`src/rtl/wdt_two_stage.sv`:
```
module wdt_two_stage #(
  parameter int BASE_EXP = 17,
  parameter int STEP_EXP = 3,
  parameter int GAP      = 512
) (
  input  logic       clk,
  input  logic       rst_n,
  input  logic [1:0] tmo_sel,
  input  logic [1:0] pwr_sel,
  input  logic       restart,
  input  logic       irq_clr,
  input  logic       irq_en,
  input  logic       rst_en,
  output logic       irq,
  output logic       wdt_rst
);
  localparam int MAXE = BASE_EXP + 3 * STEP_EXP;
  localparam int CW   = MAXE + 2;

  logic [7:0]    pre;
  logic [CW-1:0] cnt;
  logic [1:0]    mode_q;
  logic          flag;

  logic [CW-1:0] lim_irq, lim_rst;
  logic          tick, hit_irq, hit_rst;

  assign lim_irq = CW'(1) << (BASE_EXP + STEP_EXP * int'(mode_q));
  assign lim_rst = lim_irq + CW'(GAP);

  assign tick = (pwr_sel == 2'b00) ? 1'b1 :
                (pwr_sel == 2'b01) ? &pre[3:0] : &pre;

  assign hit_irq = tick && (cnt == lim_irq - CW'(1));
  assign hit_rst = tick && (cnt == lim_rst - CW'(1));

  assign irq = flag & irq_en;

  always_ff @(posedge clk or negedge rst_n) begin
    if (!rst_n) begin
      pre     <= '0;
      cnt     <= '0;
      mode_q  <= 2'b00;
      flag    <= 1'b0;
      wdt_rst <= 1'b0;
    end else if (restart) begin
      pre     <= '0;
      cnt     <= '0;
      mode_q  <= tmo_sel;
      flag    <= 1'b0;
      wdt_rst <= 1'b0;
    end else begin
      pre     <= pre + 8'd1;
      wdt_rst <= hit_rst && rst_en;
      if (hit_irq)
        flag <= 1'b1;
      else if (irq_clr)
        flag <= 1'b0;
      if (hit_rst) begin
        if (rst_en)
          cnt <= '0;
      end else if (tick) begin
        cnt <= cnt + CW'(1);
      end
    end
  end
endmodule


```
`config.mk`:
```
export PLATFORM = sky130hd
export DESIGN_NAME = wdt_two_stage
export DESIGN_NICKNAME = d
export VERILOG_FILES = /design/src/rtl/wdt_two_stage.sv
export SDC_FILE = /design/constraint.sdc
export NUM_CORES = 1
export LEC_CHECK = 0
export CAP_MARGIN = 20
export CORE_ASPECT_RATIO = 1.2
export CORE_MARGIN = 2
export CORE_UTILIZATION = 45
export DETAILED_ROUTE_END_ITERATION = 12
export PLACE_DENSITY = 0.66
export SKIP_CTS_REPAIR_TIMING = 1
export SLEW_MARGIN = 20
export SYNTH_ARGS = -nofsm -noshare
export SYNTH_HDL_FRONTEND = slang
export SYNTH_SLANG_ARGS = --single-unit
```
`constraint.sdc`:
```
create_clock -name clk -period 2.33 [get_ports clk]
set_input_delay 0.466 -clock clk [delete_from_list [all_inputs] [get_ports clk]]
set_output_delay 0.466 -clock clk [all_outputs]
set_load 0.02 [all_outputs]
```
==> results.cfg <==
[outcome]
status = complete, but fails checks
violations = setup timing

[detailed_routing]
detail-route-antenna-nets = 0
dr.pass1.iters = 4
num_vias = 2531
drc = 0
wl_um = 7267
drt-initial-drc-count = 210
viasPerCell = 5.969
wl_per_cell_um = 17.14

[sta]
min_period_ps = 2403
setup_violations = 13
max_slew_margin = 0.6806
final_max_slew_viol_count = 0
tightest_slew_ps = 479.1
rsz0062_at_grt = yes
max_freq_mhz = 416.2
fin_crit_sh = 1.031
fin_ws_ps = -72.78
hold_viol_final = 0
clock-skew-final_ps = 9.221
fin_setup_tns_ps = -480.4

[pwr]
p_leak_nw = 1.440
total_power_mw = 1.815
power_density_mw_per_mm2 = 512.3
vdd_drop_max_mv = 0.4858

[clock_tree]
cts_sinks = 40
htreeDepth = 2
clkSlewWorstSetupHoldPaths_ps = 80
cts-root-buf = clkbuf_8
cts_buffers = 5
cts_tree = yes
clk_latency_ps = 300
clock_path_buffers = 2

[critical_path]
path_cells = inv_4, ha_4, nand2b_4, o21a_1, o21a_1, a211o_4, buf_4, or3_1, nand3_1
critPathKind = reg -> reg
cpPeakStageDelay_ps = 450
cpLargestDelayFamily = compound AO/OA/AOI/OAI gates
worstPathMaxFanout = 8
cp_common_cell = o21a_1
crit_slowest_cell = dfrtp_2
arrival_ps = 2640
critPathLaunchType = flop
worst_setup_path_end_kind = flop
crit_required_ps = 2570
path_buf_inv = 2

[finish]
drive_gt1_frac = 0.2778
area_delta_synth_final_pct = 35.31
fin_cells = 424
antenna-diode-count = 0
regArea_mm2 = 0.001003
multi_input_area_mm2 = 0.001679
fin_util = 0.6293
fill_cells = 452
final_nets = 379

[yosys]
ys_warn_count = 0
synth_top_area_frac = 0.3822
synth_ff_type = dfrtp_1
synth_seq_area_share = 0.3822
synth_area_leaders = dfrtp_1 (38%), nand3_1 (5.4%), ha_1 (4.8%)
syn_nets = 325
synth_edf_count = 0
synth_top_area_cell = dfrtp_1
syn_area_mm2 = 0.002619
synthArstFlopShare = 1.000
syn_avg_cell_area_um2 = 8.586
ys_types = 50
ys_ff_latch = 40
synthesis.instances = 305

[global_routing]
overflow = 0
antenna_found_initial = 0
grt_pass1_vias = 2437
grt_usage = 0.2235
grt_max_degree = 26
grt_pass1_wl_um = 11180

[die]
core.rowCount = 30
start_util = 0.4651
io-pin-count = 12
die_area_mm2 = 0.006448
die_w_um = 73.64
core_mm2 = 0.005630
die_y_um = 87.57

[flow_run]
maxCapViolCount = 0

[placed_design]
place_inst = 404
gp_congestion = 0.8597
port_buffers = 11
dp.final_hpwl_um = 4776

[min_path]
hp-class = in -> async
where the power goes:
part	internal [mW]	total [mW]	switching, mW
Combinational	0.154	0.301	0.147
Clock	0.536	0.800	0.264
Sequential	0.703	0.714	0.0105
Total	1.39	1.82	0.422
cells by family after synthesis:
kind of cell             count (synthesis)  synth area share
AND/OR/NAND/NOR                        145            0.2900
XOR/XNOR                                13           0.04348
adder cells (fa/ha/maj)                 10           0.04778
AO/OA/AOI/OAI                           60            0.1658
flip-flops                              40            0.3822
buffers and inverters                   32           0.05112
multiplexers                             5           0.01959
worst paths after layout:
check	startpoint	to	slack, ps	cells past startpoint
max	mode_q[1]	cnt[10]	-70	9
min	rst_n	pre[3]	110	1
max reg2reg	mode_q[1]	cnt[10]	-70	9
max in group asynchronous	rst_n	cnt[13]	1660	2
min reg2reg	pre[0]	pre[0]	540	2
min in group clk	pre[0]	pre[0]	540	2
flip-flops by register name, summed over array words and instances, names as in the netlist:
register and cells:
cnt 28, pre 8, mode_q 2, flag 1
wdt_rst 1
layout by cell type (no fill, tap or decap), drive strengths merged, types with 10 or more instances in the layout:
cell,synthesis,routed
nand4,11,11
nor2,21,21
dfrtp,40,40
clkdlybuf4s50,0,10
xor2,10,10
buf,11,53
nand3,29,29
nor3,12,12
ha,10,10
or3,15,15
o21ai,18,18
a21oi,10,10
nand2,32,32
inv,14,14
cell usage after synthesis, drive strengths merged (2+ instances only):
library cell and n:
o311ai 3, o21ai 18, buf 11, a221o 6
ha 10, nor2b 2, o32ai 2, nand4 11
xor2 10, nor4 5, and3 2, nor3 12
nor2 21, o211ai 2, inv 14, dfrtp 40
nand4b 2, mux2i 4, or2 2, xnor2 3
o41ai 3, and2 2, clkbuf 7, nand3b 2
a21o 3, or3 15, and4 3, nand2 32
a21oi 10, o21a 2, nand3 29
stage by stage:
step | area [um^2] | setup slack (ps) | hold WS (ps)
after global routing | 3543 | -147.1 | 138.2
after CTS | 3237 | -191.1 | 122.1
final | 3543 | -72.78 | 113.8
after global placement | 3078 | -126.2 | 451.8
after detailed placement | 3078 | -175.1 | 454.6
after floorplan | 2636 | 21.63 | 170.4
routing by layer:
metal | vias to the layer above | wire, um | global-route usage
met4 | 0 | 173 | 0.07603
li1 | 1230 | - | -
met1 | 1223 | 3181 | 0.2760
met3 | 15 | 227 | 0.03682
met2 | 63 | 3684 | 0.3920
met5 | - | 0 | 0
layout make-up:
cell class                 count  area share
clock buffer                   5     0.01942
clock inverter                 3     0.02542
inverter                      14     0.01624
multi-input combinational    234      0.4739
sequential                    40      0.2832
tap                           64     0.02260
timing repair buffer          64      0.1593
No activity file was read; power rests on OpenSTA's default activity.
